===== src/rtl/buck_gate_pkg.sv =====
package buck_gate_pkg;

  typedef enum logic [2:0] {
    ST_OFF,
    ST_SHDN,
    ST_DEADH,
    ST_HS,
    ST_DEADL,
    ST_LS,
    ST_DCM
  } seqState_t;

  typedef struct packed {
    logic deadClr;
    logic deadRun;
  } seqStrobe_t;

  localparam logic [1:0] LVL_LOW  = 2'b00;
  localparam logic [1:0] LVL_HIGH = 2'b01;

endpackage


===== src/rtl/buck_gate_dp.sv =====
module buck_gate_dp
  import buck_gate_pkg::*;
#(
  parameter int HOLDOFF_CYC = 8,
  parameter int DEAD_CYC    = 3
) (
  input  logic       clk,
  input  logic       rst_n,
  input  logic       pwmMid,
  input  seqStrobe_t strobe,
  output logic       holdDone,
  output logic       deadDone
);

  localparam int HOLD_W = $clog2(HOLDOFF_CYC + 2);
  localparam logic [HOLD_W-1:0] HOLD_MAX  = HOLD_W'(HOLDOFF_CYC);
  localparam logic [HOLD_W-1:0] HOLD_LAST = HOLD_W'(HOLDOFF_CYC - 1);

  logic [HOLD_W-1:0] holdCnt;

  // Counts consecutive middle-level PWM samples, saturating.
  always_ff @(posedge clk or negedge rst_n) begin
    if (!rst_n) begin
      holdCnt <= '0;
    end else if (!pwmMid) begin
      holdCnt <= '0;
    end else if (holdCnt < HOLD_MAX) begin
      holdCnt <= holdCnt + 1'b1;
    end
  end

  assign holdDone = pwmMid && (holdCnt >= HOLD_LAST);

  generate
    if (DEAD_CYC == 0) begin : g_noDelay
      assign deadDone = 1'b1;
    end else begin : g_delay
      localparam int DEAD_W = $clog2(DEAD_CYC + 2);
      localparam logic [DEAD_W-1:0] DEAD_MAX = DEAD_W'(DEAD_CYC);
      logic [DEAD_W-1:0] deadCnt;

      always_ff @(posedge clk or negedge rst_n) begin
        if (!rst_n) begin
          deadCnt <= '0;
        end else if (strobe.deadClr) begin
          deadCnt <= '0;
        end else if (strobe.deadRun && deadCnt < DEAD_MAX) begin
          deadCnt <= deadCnt + 1'b1;
        end
      end

      assign deadDone = (deadCnt >= DEAD_MAX);
    end
  endgenerate

endmodule


===== src/rtl/buck_gate_ctrl.sv =====
module buck_gate_ctrl
  import buck_gate_pkg::*;
#(
  parameter int DEAD_CYC = 3
) (
  input  logic       clk,
  input  logic       rst_n,
  input  logic [1:0] pwmLvl,
  input  logic [1:0] modeLvl,
  input  logic       zeroCross,
  input  logic       hsBelow,
  input  logic       lsBelow,
  input  logic       uvlo,
  input  logic       holdDone,
  input  logic       deadDone,
  output seqStrobe_t strobe,
  output logic       hsGate,
  output logic       lsGate,
  output logic       lowPower
);

  seqState_t state, nextState;

  logic pwmHi, pwmLo, modeFloat, modeCcm;
  assign pwmHi     = (pwmLvl == LVL_HIGH);
  assign pwmLo     = (pwmLvl == LVL_LOW);
  assign modeFloat = modeLvl[1];
  assign modeCcm   = (modeLvl == LVL_HIGH);

  always_comb begin
    nextState = state;
    if (uvlo) begin
      nextState = ST_OFF;
    end else if (holdDone) begin
      nextState = modeFloat ? ST_SHDN : ST_OFF;
    end else begin
      case (state)
        ST_OFF, ST_SHDN: begin
          if (pwmHi)      nextState = ST_DEADH;
          else if (pwmLo) nextState = ST_DEADL;
        end
        ST_DEADH: begin
          if (pwmLo)                              nextState = ST_DEADL;
          else if (pwmHi && deadDone && lsBelow)  nextState = ST_HS;
        end
        ST_HS: begin
          if (pwmLo) nextState = ST_DEADL;
        end
        ST_DEADL: begin
          if (pwmHi)                              nextState = ST_DEADH;
          else if (pwmLo && deadDone && hsBelow)  nextState = ST_LS;
        end
        ST_LS: begin
          if (pwmHi)                                  nextState = ST_DEADH;
          else if (pwmLo && !modeCcm && zeroCross)    nextState = ST_DCM;
        end
        ST_DCM: begin
          if (pwmHi)                nextState = ST_DEADH;
          else if (pwmLo && modeCcm) nextState = ST_DEADL;
        end
        default: nextState = ST_OFF;
      endcase
    end
  end

  always_ff @(posedge clk or negedge rst_n) begin
    if (!rst_n) state <= ST_OFF;
    else        state <= nextState;
  end

  assign strobe.deadClr = ((nextState == ST_DEADH) || (nextState == ST_DEADL)) &&
                          (nextState != state);
  assign strobe.deadRun = (state == ST_DEADH) || (state == ST_DEADL);

  // Supply loss clamps the gates without waiting for a clock edge.
  assign hsGate   = (state == ST_HS) && !uvlo;
  assign lsGate   = (state == ST_LS) && !uvlo;
  assign lowPower = (state == ST_SHDN);

  // Run length of both-gates-low, used by the dead-time properties.
  localparam int GAP_W = $clog2(DEAD_CYC + 3);
  localparam logic [GAP_W-1:0] GAP_MAX = GAP_W'(DEAD_CYC + 1);
  logic [GAP_W-1:0] gapCnt;

  always_ff @(posedge clk or negedge rst_n) begin
    if (!rst_n)                gapCnt <= '0;
    else if (hsGate || lsGate) gapCnt <= '0;
    else if (gapCnt < GAP_MAX) gapCnt <= gapCnt + 1'b1;
  end

  a_r3_no_overlap: assert property (@(posedge clk) disable iff (!rst_n)
    !(hsGate && lsGate));

  a_r3_hs_gap: assert property (@(posedge clk) disable iff (!rst_n)
    $rose(hsGate) |-> (gapCnt == GAP_MAX));

  a_r3_ls_gap: assert property (@(posedge clk) disable iff (!rst_n)
    $rose(lsGate) |-> (gapCnt == GAP_MAX));

  a_r4_hs_waits: assert property (@(posedge clk) disable iff (!rst_n)
    $rose(hsGate) |-> $past(lsBelow));

  a_r4_ls_waits: assert property (@(posedge clk) disable iff (!rst_n)
    $rose(lsGate) |-> $past(hsBelow));

  a_r6_zc_cut: assert property (@(posedge clk) disable iff (!rst_n)
    (lsGate && pwmLo && !modeCcm && zeroCross) |=> !lsGate);

  a_r9_lp_gates_off: assert property (@(posedge clk) disable iff (!rst_n)
    lowPower |-> (!hsGate && !lsGate));

  a_r10_uvlo_after: assert property (@(posedge clk) disable iff (!rst_n)
    uvlo |=> (!hsGate && !lsGate));

endmodule


===== src/rtl/buck_gate_seq.sv =====
module buck_gate_seq
  import buck_gate_pkg::*;
#(
  parameter int HOLDOFF_CYC = 8,
  parameter int DEAD_CYC    = 3
) (
  input  logic       clk,
  input  logic       rst_n,
  input  logic [1:0] pwmLvl,
  input  logic [1:0] modeLvl,
  input  logic       zeroCross,
  input  logic       hsBelow,
  input  logic       lsBelow,
  input  logic       uvlo,
  output logic       hsGate,
  output logic       lsGate,
  output logic       lowPower
);

  seqStrobe_t strobe;
  logic holdDone, deadDone, pwmMid;

  assign pwmMid = pwmLvl[1];

  buck_gate_dp #(
    .HOLDOFF_CYC(HOLDOFF_CYC),
    .DEAD_CYC   (DEAD_CYC)
  ) u_dp (
    .clk     (clk),
    .rst_n   (rst_n),
    .pwmMid  (pwmMid),
    .strobe  (strobe),
    .holdDone(holdDone),
    .deadDone(deadDone)
  );

  buck_gate_ctrl #(
    .DEAD_CYC(DEAD_CYC)
  ) u_ctrl (
    .clk      (clk),
    .rst_n    (rst_n),
    .pwmLvl   (pwmLvl),
    .modeLvl  (modeLvl),
    .zeroCross(zeroCross),
    .hsBelow  (hsBelow),
    .lsBelow  (lsBelow),
    .uvlo     (uvlo),
    .holdDone (holdDone),
    .deadDone (deadDone),
    .strobe   (strobe),
    .hsGate   (hsGate),
    .lsGate   (lsGate),
    .lowPower (lowPower)
  );

endmodule


===== config.mk =====
export PLATFORM = sky130hd
export DESIGN_NAME = buck_gate_seq
export DESIGN_NICKNAME = d
export VERILOG_FILES = /design/src/rtl/buck_gate_pkg.sv /design/src/rtl/buck_gate_dp.sv /design/src/rtl/buck_gate_ctrl.sv /design/src/rtl/buck_gate_seq.sv
export SDC_FILE = /design/constraint.sdc
export NUM_CORES = 1
export LEC_CHECK = 0
export BUFFER_PORTS_ARGS = -buffer_cell sky130_fd_sc_hd__buf_2
export CAP_MARGIN = 20
export CORE_ASPECT_RATIO = 2
export CORE_MARGIN = 4
export CORE_UTILIZATION = 24
export DETAILED_ROUTE_END_ITERATION = 8
export PLACE_DENSITY = 0.46
export SETUP_SLACK_MARGIN = 0.05
export SKIP_CTS_REPAIR_TIMING = 1
export SLEW_MARGIN = 5
export SYNTH_ARGS = -nofsm -noshare
export SYNTH_HDL_FRONTEND = slang
export SYNTH_SLANG_ARGS = --single-unit
export TNS_END_PERCENT = 1

===== constraint.sdc =====
create_clock -name clk -period 1.6 [get_ports clk]
set_input_delay 0.32 -clock clk [delete_from_list [all_inputs] [get_ports clk]]
set_output_delay 0.32 -clock clk [all_outputs]
set_load 0.005 [all_outputs]

Word level (Yosys, flattened, before mapping) --
Index checks and enable logic that the tools add are counted.
Storage, ports and cells: input bits 10, word-level logic and storage cells 59, memories kept 0, register bits 10, output and inout bits 3, ROM bits 0, bits in writable memories 0, latch bits 0
Cells by class: reduce and logical (&&, ||, !) cells 20, $lt $le $gt $ge 4, muxes and demuxes 18, $mul 0, add/sub/neg operators 2, eq/ne operators 12, shift-type cells 0, bitwise logic cells 0, divide/modulo/power cells 0
Operator list (number):
- $mux W3 | 14
- $pmux W3 S6 | 1
- $eq A3 B3 Y1 const B | 4
- $logic_and A1 B1 Y1 | 12
- $eq A3 B2 Y1 const B | 3
- $mux W4 | 2
- $add A4 B1 Y4 const B | 1
- $eq A2 B1 Y1 const B | 2
- $ge A4 B3 Y1 const B | 1
- $lt A4 B4 Y1 const B | 1
- $add A3 B1 Y3 const B | 1
- $eq A3 B1 Y1 const B | 1
- $ge A3 B2 Y1 const B | 1
- $logic_not A3 Y1 | 1
- $lt A3 B2 Y1 const B | 1
- $ne A3 B3 Y1 | 1
- $logic_not A1 Y1 | 2
- $logic_not A2 Y1 | 1
- $logic_or A1 B1 Y1 | 2
- $ne A2 B1 Y1 const B | 1
- $reduce_bool A2 Y1 | 1
- $reduce_or A2 Y1 | 1
- $mux W1 | 1

Depth between registers and ports, before layout --
Gate-level depths: netlist (run 1).
word-level depth 13, gate-level depth with buffers 7, mapped depth without buffers 7

Hierarchy --
Synthesis (run 1) repeated with hierarchy kept, for this count alone.
Unflattened totals: cell total of the unflattened synthesis 73, area total of the unflattened synthesis 699.4 um^2
Modules (own cells, without submodules):
- buck_gate_dp | seq. area each 175.2 um^2, times used 1, cells each 35, area each 361.6 um^2
- buck_gate_ctrl | seq. area each 75.1 um^2, times used 1, cells each 38, area each 337.8 um^2

Least setup slack after synthesis (run 1) --
OpenSTA, ideal clock, no wires.
kind register to register, start reg u_dp.g_delay.deadCnt[0], end reg u_dp.g_delay.deadCnt[0], setup slack -86 ps, arrival 1555 ps, period minus slack after synthesis 1686 ps, library setup time 131 ps, buffers on the path 0, data required time 1469 ps, stages on the path, launching flop included 8, cells stage by stage dfrtp_1 -> ha_1 -> ha_1 -> a211oi_1 -> nor3_1 -> a31oi_1 -> o211a_1 -> a21oi_1
Between the ends: cells in the longest elaborated chain, start to end 12, elaborated cells on any way between the ends 23, classes of those cells add/sub: 1; order compare: 2; eq/ne: 3; mux: 9; reduce/logical: 8
RTL lines:
- start: declaration | RTL line buck_gate_dp.sv:40 | logic [DEAD_W-1:0] deadCnt;
- start signal: assignment | RTL line buck_gate_dp.sv:48 | deadCnt <= deadCnt + 1'b1;
- $ge A3 B2 Y1 | RTL line buck_gate_dp.sv:52 | assign deadDone = (deadCnt >= DEAD_MAX);
- $logic_and A1 B1 Y1 (on tied branches) (2 in a row) | RTL line buck_gate_ctrl.sv:51, buck_gate_ctrl.sv:44
- $mux W3 (on tied branches) | RTL line buck_gate_ctrl.sv:51, buck_gate_ctrl.sv:44
- $mux W3 (on tied branches) | RTL line buck_gate_ctrl.sv:50, buck_gate_ctrl.sv:43
- $pmux W3 S6 | RTL line buck_gate_ctrl.sv:37 | case (state)
- $mux W3 | RTL line buck_gate_ctrl.sv:34 | end else if (holdDone) begin
- $mux W3 | RTL line buck_gate_ctrl.sv:32 | if (uvlo) begin
- $eq A3 B2 Y1 or $eq A3 B3 Y1 (tied branches) | RTL line buck_gate_ctrl.sv:71 | assign strobe.deadClr = ((nextState == ST_DEADH) || (nextState == ST_DEADL)) &&
- $logic_or A1 B1 Y1 | RTL line buck_gate_ctrl.sv:71
- $logic_and A1 B1 Y1 | RTL line buck_gate_ctrl.sv:71
- $mux W3 or $reduce_bool A2 Y1 (tied branches)
Parallel ways exist; a longest one is shown, timed or not. The select of a mux whose other input is x is not followed. A chain may end at the register's enable or synchronous reset.

Worst setup path after layout (run 1) --
start reg u_ctrl.state[2], end out hsGate
Between the ends: cells in the longest elaborated chain, start to end 2
RTL lines:
- start: declaration | RTL line buck_gate_ctrl.sv:22 | seqState_t state, nextState;
- start signal: assignment | RTL line buck_gate_ctrl.sv:68 | else state <= nextState;
- $eq A3 B2 Y1 | RTL line buck_gate_ctrl.sv:76 | assign hsGate = (state == ST_HS) && !uvlo;
- $logic_and A1 B1 Y1 | RTL line buck_gate_ctrl.sv:76
- end: declaration | RTL line buck_gate_seq.sv:15 | output logic hsGate,
Every way passes these cells.

==> metrics.cfg, run 1 <==
[setup_path]
reg2reg_depth = 8
crit_path_start_kind = flop
crit_slowest_cell = dfrtp_2
worstSetupEndpointType = output pin
reg2reg_slack_ps = -30
cp.required_ps = 1280
reg2reg_to = u_dp.g_delay.deadCnt[1]
r2r_start = u_dp.g_delay.deadCnt[1]
crit_path_cell_trace = buf_6 -> nand3b_1 -> buf_4 -> nor2_1 -> buf_2
path_buf_inv = 3
crit_family = flip-flops
cp_max_fo = 5
worstPathArrival_ps = 1310
path_class = reg -> out
cp-startpoint = u_ctrl.state[2]
critPathMaxStageDelay_ps = 430

[synth]
synth_mux_area_frac = 0.0271
syn-num-nets = 95
synthCells = 82
ys_ff_latch = 10
synth_area_sq_um = 739
synthSimpleGateAreaFrac = 0.196
synth_top_area_share = 0.338
synth_compound_area_frac = 0.245
synth_xor_area_frac = 0.0711
syn_area_per_cell_sq_um = 9.02
synthAdderAreaFrac = 0.0508
yosys-top-cells-area = dfrtp_1 (34%), nor2_1 (6.1%), ha_1 (5.1%)
ys_types = 33
yosysWarnings = 0
synth_area_leader_cell = dfrtp_1
synth_top_family_by_area = compound AO/OA/AOI/OAI gates
yosysSeqAreaShare = 0.338

[detailed_routing]
routedWlPerCell_microns = 13.0
drtIter0Drc = 4
drtAntennaViolNets = 0
routed_wl_microns = 1890
drc = 0
via_per_inst = 4.85
vias = 703
drtPass1Iterations = 4

[placement]
place_congestion = 0.771
dpl.hpwl_microns = 1560
placed_cells = 140
post-place-ws_ps = -157
numPortBuffers = 12
placed_area_sq_um = 963

[global_route]
grt_pass1_wl_microns = 3240
grt_pass1_vias = 742
antenna_found_initial = 0
grt-ovfl-total = 0
grt_max_degree = 11
grt_use_total = 0.106

[floorplanning]
dieArea_sq_um = 4090
die_y_microns = 86.5
pin_count = 13
start_util = 0.248
core_sq_um = 2980
num_rows = 28
die_w_microns = 47.3

[clock_tree]
cts_max_path_buffers = 2
cts_sinks = 10
h-tree-depth = 1
cts_inserted_buffers = 3
cts_root_buffer = clkbuf_8
clk-insertion-delay-late_ps = 230
clk_pin_slew_ps = 40
cts_tree = yes

[hold_path]
holdCritPathClass = in -> reg
hold_end = u_ctrl.state[0]
hp-start = uvlo
holdPathStages = 3

[finish]
n_fill_cell = 319
final_layout_size_suffix_gt1_frac = 0.417
areaGrowthSynthToFinish_pct = 44.2
post-route-util = 0.358
insertedDiodeCount = 0
final_cells = 145
finish.instance_area_sq_um = 1070
final_nets = 130

[power_and_ir_drop]
clock_power_share = 0.260
comb_power_share = 0.392
peakVddDrop_v = 0.000501
seq_power_share = 0.348
power_density_nw_per_um2 = 880
power.switching_mw = 0.287
total_power_mw = 0.938
swShare = 0.306
p_int_mw = 0.651
leakage_nw = 0.502

[sta]
hold_viol_final = 0
finalSetupTns_ps = -96.2
tightest_slew_ps = 322
min_period_ps = 1630
setup-violations-final = 4
finalCritPeriodShare = 1.02
fin_ws_ps = -28.8
fmaxAchievable_mhz = 614
drv_slew = 0
rsz0062_at_grt = yes
skew_ps = 0.243
slew_headroom = 0.785
whs_ps = 423

[status]
outcome = finished, violations left
violations = negative setup slack

[job]
maxCapViolCount = 0

worst max path at each step:
stage / to / slack, ps / depth (start not counted)
global placement: u_dp.g_delay.deadCnt[0] / -50 / 6
global route: u_dp.g_delay.deadCnt[1] / -140 / 8
floorplan: u_dp.g_delay.deadCnt[0] / 50 / 7
finish: hsGate / -30 / 5
detailed placement: u_dp.g_delay.deadCnt[0] / -160 / 6
CTS: u_dp.g_delay.deadCnt[0] / -130 / 5
area by class of cell:
type | count | area [sq um] | area share
flip-flops and latches | 10 | 254 | 0.238
inverters | 5 | 18.8 | 0.0176
repair buffers | 34 | 231 | 0.217
clock buffers | 3 | 41.3 | 0.0387
multi-input cells | 63 | 483 | 0.453
well taps | 30 | 37.5 | 0.0352
routing by layer:
| layer | global-route usage | wire length (microns) | share of wire |
|---|---|---|---|
| met5 | 0 | 0 | 0 |
| met4 | 0.0378 | 0 | 0 |
| met3 | 0.0125 | 42 | 0.022 |
| met2 | 0.183 | 1090 | 0.58 |
| met1 | 0.127 | 756 | 0.40 |
cells in the mapped netlist:
library cell and instances:
o21a_1 1, a31oi_1 3, nand3b_1 1, nor2b_1 3, o41ai_2 2, nand2b_1 2, nand2_1 3, a21oi_1 7
dfrtp_1 10, a32o_1 1, clkinv_1 1, o211ai_1 1, a311oi_1 1, buf_4 3, nor2_1 12, o211a_1 1
ha_1 3, or2_1 1, o21ai_0 1, a211oi_1 1, o221ai_1 1, nand4b_1 1, mux2i_1 2, xnor2_1 3
and4b_1 1, o311a_1 1, xor2_1 3, buf_6 1, nor3_1 3, o32ai_1 1, inv_1 4, nand3_1 2
a2111o_1 1
power by group through the flow:
stage	registers, mW	clock network (mW)	logic (mW)
after global routing	0.333	0.270	0.417
after CTS	0.327	0.256	0.349
after global placement	0.330	0	0.341
final	0.327	0.244	0.367
after floorplan	0.339	0	0.181
after detailed placement	0.330	0	0.348
logic make-up (layout without fill, tap and decap cells):
family	after synthesis	in the layout
mux	2	2
compound gates	23	23
buf+inv	9	42
fa+ha+maj	3	3
xor+xnor	6	6
simple gates	29	29
flops	10	10
worst min-delay path, cell delays in order:
cell and delay (ps):
buf_2 100, nand2b_1 110, o32ai_1 70
cells in the final DEF, fill, tap and decap left out, drive strengths merged, types with 2 or more instances in the layout:
cell type,synthesis,final
buf,4,33
nor2,12,12
dfrtp,10,10
a21oi,7,7
inv,4,4
nor3,3,3
a31oi,3,3
nand2,3,3
xnor2,3,3
clkbuf,0,3
nor2b,3,3
xor2,3,3
ha,3,3
nand2b,2,2
nand3,2,2
mux2i,2,2
o41ai,2,2
flip-flops by register name (all words and copies together), names as in the netlist:
name	count
u_dp.g_delay.deadCnt	3
u_dp.holdCnt	4
u_ctrl.state	3
No activity file was read; power rests on OpenSTA's default activity.
==> inputs of run 2 (changes only) <==
--- a/config.mk
+++ b/config.mk
@@ -11,11 +11,12 @@
 export CORE_MARGIN = 4
 export CORE_UTILIZATION = 24
 export DETAILED_ROUTE_END_ITERATION = 8
-export PLACE_DENSITY = 0.46
+export PLACE_DENSITY = 0.45
 export SETUP_SLACK_MARGIN = 0.05
 export SKIP_CTS_REPAIR_TIMING = 1
 export SLEW_MARGIN = 5
 export SYNTH_ARGS = -nofsm -noshare
 export SYNTH_HDL_FRONTEND = slang
+export SYNTH_HIERARCHICAL = 1
 export SYNTH_SLANG_ARGS = --single-unit
 export TNS_END_PERCENT = 1
==> constraint.sdc (replaced) <==
create_clock -name clk -period 1.8 [get_ports clk]
set_input_delay 0 -clock clk [delete_from_list [all_inputs] [get_ports clk]]
set_output_delay 0 -clock clk [all_outputs]
set_load 0.005 [all_outputs]
==> metrics.cfg, run 2 <==
[status]
violations = negative setup slack
outcome = finished, violations left

[finish]
final_layout_size_suffix_gt1_frac = 0.375  ; -0.0424
largest_reg_flops = 4  ; unchanged
areaGrowthSynthToFinish_pct = 34.9
final_common_cell = buf_2
most-common-layout-cells = buf_2 (12), dfrtp_1 (10), buf_4 (9), nand2_1 (7), nor2b_1 (6)
finish.instance_area_sq_um = 943  ; -12%
insertedDiodeCount = 0  ; unchanged
top_regs = u_dp/holdCnt (4), u_ctrl/state (3), u_dp/g_delay.deadCnt (3)
top_register = u_dp/holdCnt
final_nets = 111  ; -15%

[power_and_ir_drop]
peakVddDrop_v = 0.000295  ; -41%
total_power_mw = 0.848  ; -9.6%
power_density_nw_per_um2 = 899  ; +2.1%
leakage_nw = 0.404  ; -19%

[sta]
min_period_ps = 1810
fin_ws_ps = -11.6  ; +17.2 ps
drv_slew = 0  ; unchanged
finalSetupTns_ps = -11.6  ; +84.6 ps
tightest_slew_ps = 349  ; +26.9 ps
skew_ps = 0.504  ; +0.261 ps
slew_headroom = 0.762  ; -0.0239
hold_viol_final = 0  ; unchanged
fmaxAchievable_mhz = 552
rsz0062_at_grt = yes
finalCritPeriodShare = 1.01
setup-violations-final = 1  ; -3

[setup_path]
reg2reg_slack_ps = -10  ; +20 ps
crit_path_start_kind = flop
reg2reg_depth = 9  ; +1
crit_slowest_cell = dfrtp_1
critPathMaxStageDelay_ps = 380  ; -50 ps
crit_path_cell_trace = ha_2 -> ha_4 -> nor2_2 -> nand2_1 -> nor2b_4 -> nand4b_1 -> and4_4 -> nor4b_4 -> a21oi_1
cp.required_ps = 1900  ; +620 ps
reg2reg_to = u_dp/g_delay.deadCnt[2]
worstPathArrival_ps = 1910  ; +600 ps
worstSetupEndpointType = flop
crit_family = simple AND/OR/NAND/NOR gates
path_class = reg -> reg
cp_max_fo = 3  ; -2
path_buf_inv = 0  ; -3
r2r_start = u_dp/g_delay.deadCnt[1]

[global_route]
grt_pass1_wl_microns = 2640  ; -19%
grt_max_degree = 12  ; +1
antenna_found_initial = 0  ; unchanged
grt_pass1_vias = 619  ; -17%
grt-ovfl-total = 0  ; unchanged
grt_use_total = 0.0900  ; -0.0161

[floorplanning]
dieArea_sq_um = 3890  ; -4.7%
start_util = 0.252  ; +0.00416
die_y_microns = 84.3  ; -2.5%
pin_count = 13  ; unchanged
core_sq_um = 2770  ; -7.0%
die_w_microns = 46.2  ; -2.3%
num_rows = 27  ; -3.6%

[detailed_routing]
vias = 627  ; -11%
drtIter0Drc = 3  ; -1
drc = 0  ; unchanged
routed_wl_microns = 1720  ; -8.8%
routedWlPerCell_microns = 13.8  ; +5.7%
drtPass1Iterations = 2  ; -2
via_per_inst = 5.02  ; +3.5%
drtAntennaViolNets = 0  ; unchanged

[placement]
placed_area_sq_um = 841  ; -13%
dpl.hpwl_microns = 1380  ; -11%
numPortBuffers = 12  ; unchanged
post-place-ws_ps = 11.8  ; +169 ps
place_congestion = 0.705  ; -8.5%

[synth]
synth_area_leader_cell = dfrtp_1
synth_edf_count = 0  ; unchanged
synth_ff_type = dfrtp_1
syn_area_per_cell_sq_um = 9.58  ; +6.2%
synth_top_area_share = 0.358  ; +0.0194
ys_types = 35  ; +6.1%
ys_async_sr_fraction = 1.00  ; unchanged
ys_top_cells_by_count = dfrtp_1 (10), nand2_1 (7), nor2b_1 (7)
yosysMostFrequentCell = dfrtp_1
syn-num-nets = 86  ; -9.5%
synth_area_sq_um = 699  ; -5.4%
synthCells = 73  ; -11%
yosysWarnings = 6  ; +6
yosysSeqAreaShare = 0.358  ; +0.0194
ys_ff_latch = 10  ; unchanged
yosys-top-cells-area = dfrtp_1 (36%), nor2b_1 (6.3%), ha_1 (5.4%)

[clock_tree]
h-tree-depth = 1  ; unchanged
cts_tree = yes
cts_root_buffer = clkbuf_8
cts_sinks = 10  ; unchanged
clk-insertion-delay-late_ps = 230  ; about the same
cts_inserted_buffers = 3  ; unchanged
cts_max_path_buffers = 2  ; unchanged
clk_pin_slew_ps = 40  ; about the same

[job]
maxCapViolCount = 0  ; unchanged

[hold_path]
hp-start = modeLvl[1]
holdCritPathClass = in -> reg
holdPathStages = 3  ; unchanged
hold_end = u_ctrl/state[0]

==> run 2: layer usage <==
layer / share of wire / up-vias / global-route usage / routed length, microns
met5: 0 / - / 0 / 0
met4: 0.0093 / 0 / 0.0311 / 16
met3: 0.040 / 2 / 0.0129 / 69
met2: 0.60 / 12 / 0.175 / 1040
met1: 0.35 / 303 / 0.0864 / 599
li1: - / 310 / - / -
==> run 2: per-stage QoR <==
stage,instances,hold WS (ps),util
global route,125,36.1,0.341
finish,125,40.7,0.341
global placement,119,-123,0.304
detailed placement,119,-124,0.304
floorplan,73,-296,-
CTS,122,-372,0.318
==> run 2: power breakdown <==
group	switching (mW)	leakage, nW	internal, mW	total (mW)
sequential	0.0370	0.133	0.266	0.303
clock	0.0758	0.0216	0.145	0.221
combinational	0.141	0.250	0.183	0.324
total	0.254	0.404	0.594	0.848
==> run 2: area by class of cell <==
class	count	area [sq um]
flip-flops and latches	10	250
repair buffers	23	148
well taps	29	36.3
inverters	1	3.75
multi-input cells	59	464
fillers	298	1830
clock buffers	3	41.3
==> run 2: kinds of logic after synthesis <==
logic type | count (synthesis) | synth area share
buffers and inverters | 4 | 0.0393
muxes | 1 | 0.0143
xor gates and xnor gates | 3 | 0.0376
and+or+nand+nor | 36 | 0.317
AOI/OAI and AO/OA | 16 | 0.181
DFF | 10 | 0.358
adders and majority gates | 3 | 0.0537
==> run 2: how the worst max path moves through the flow <==
stage | startpoint | to | slack (ps) | depth (start not counted)
after CTS | u_dp/g_delay.deadCnt[0] | u_dp/g_delay.deadCnt[0] | -1 | 9
after global routing | u_dp/g_delay.deadCnt[0] | u_dp/g_delay.deadCnt[2] | -110 | 9
final | u_dp/g_delay.deadCnt[1] | u_dp/g_delay.deadCnt[2] | -10 | 9
after detailed placement | u_dp/g_delay.deadCnt[0] | u_dp/g_delay.deadCnt[0] | 10 | 9
after global placement | u_dp/holdCnt[1] | u_dp/g_delay.deadCnt[0] | 30 | 6
after floorplan | u_dp/g_delay.deadCnt[0] | u_dp/g_delay.deadCnt[0] | 90 | 9
==> run 2: worst reg2reg max path, cell delays in order, from the launching register on <==
cell,delay (ps)
dfrtp_1,380
ha_2,200
ha_4,160
nor2_2,80
nand2_1,50
nor2b_4,120
nand4b_1,90
and4_4,230
nor4b_4,290
a21oi_1,70
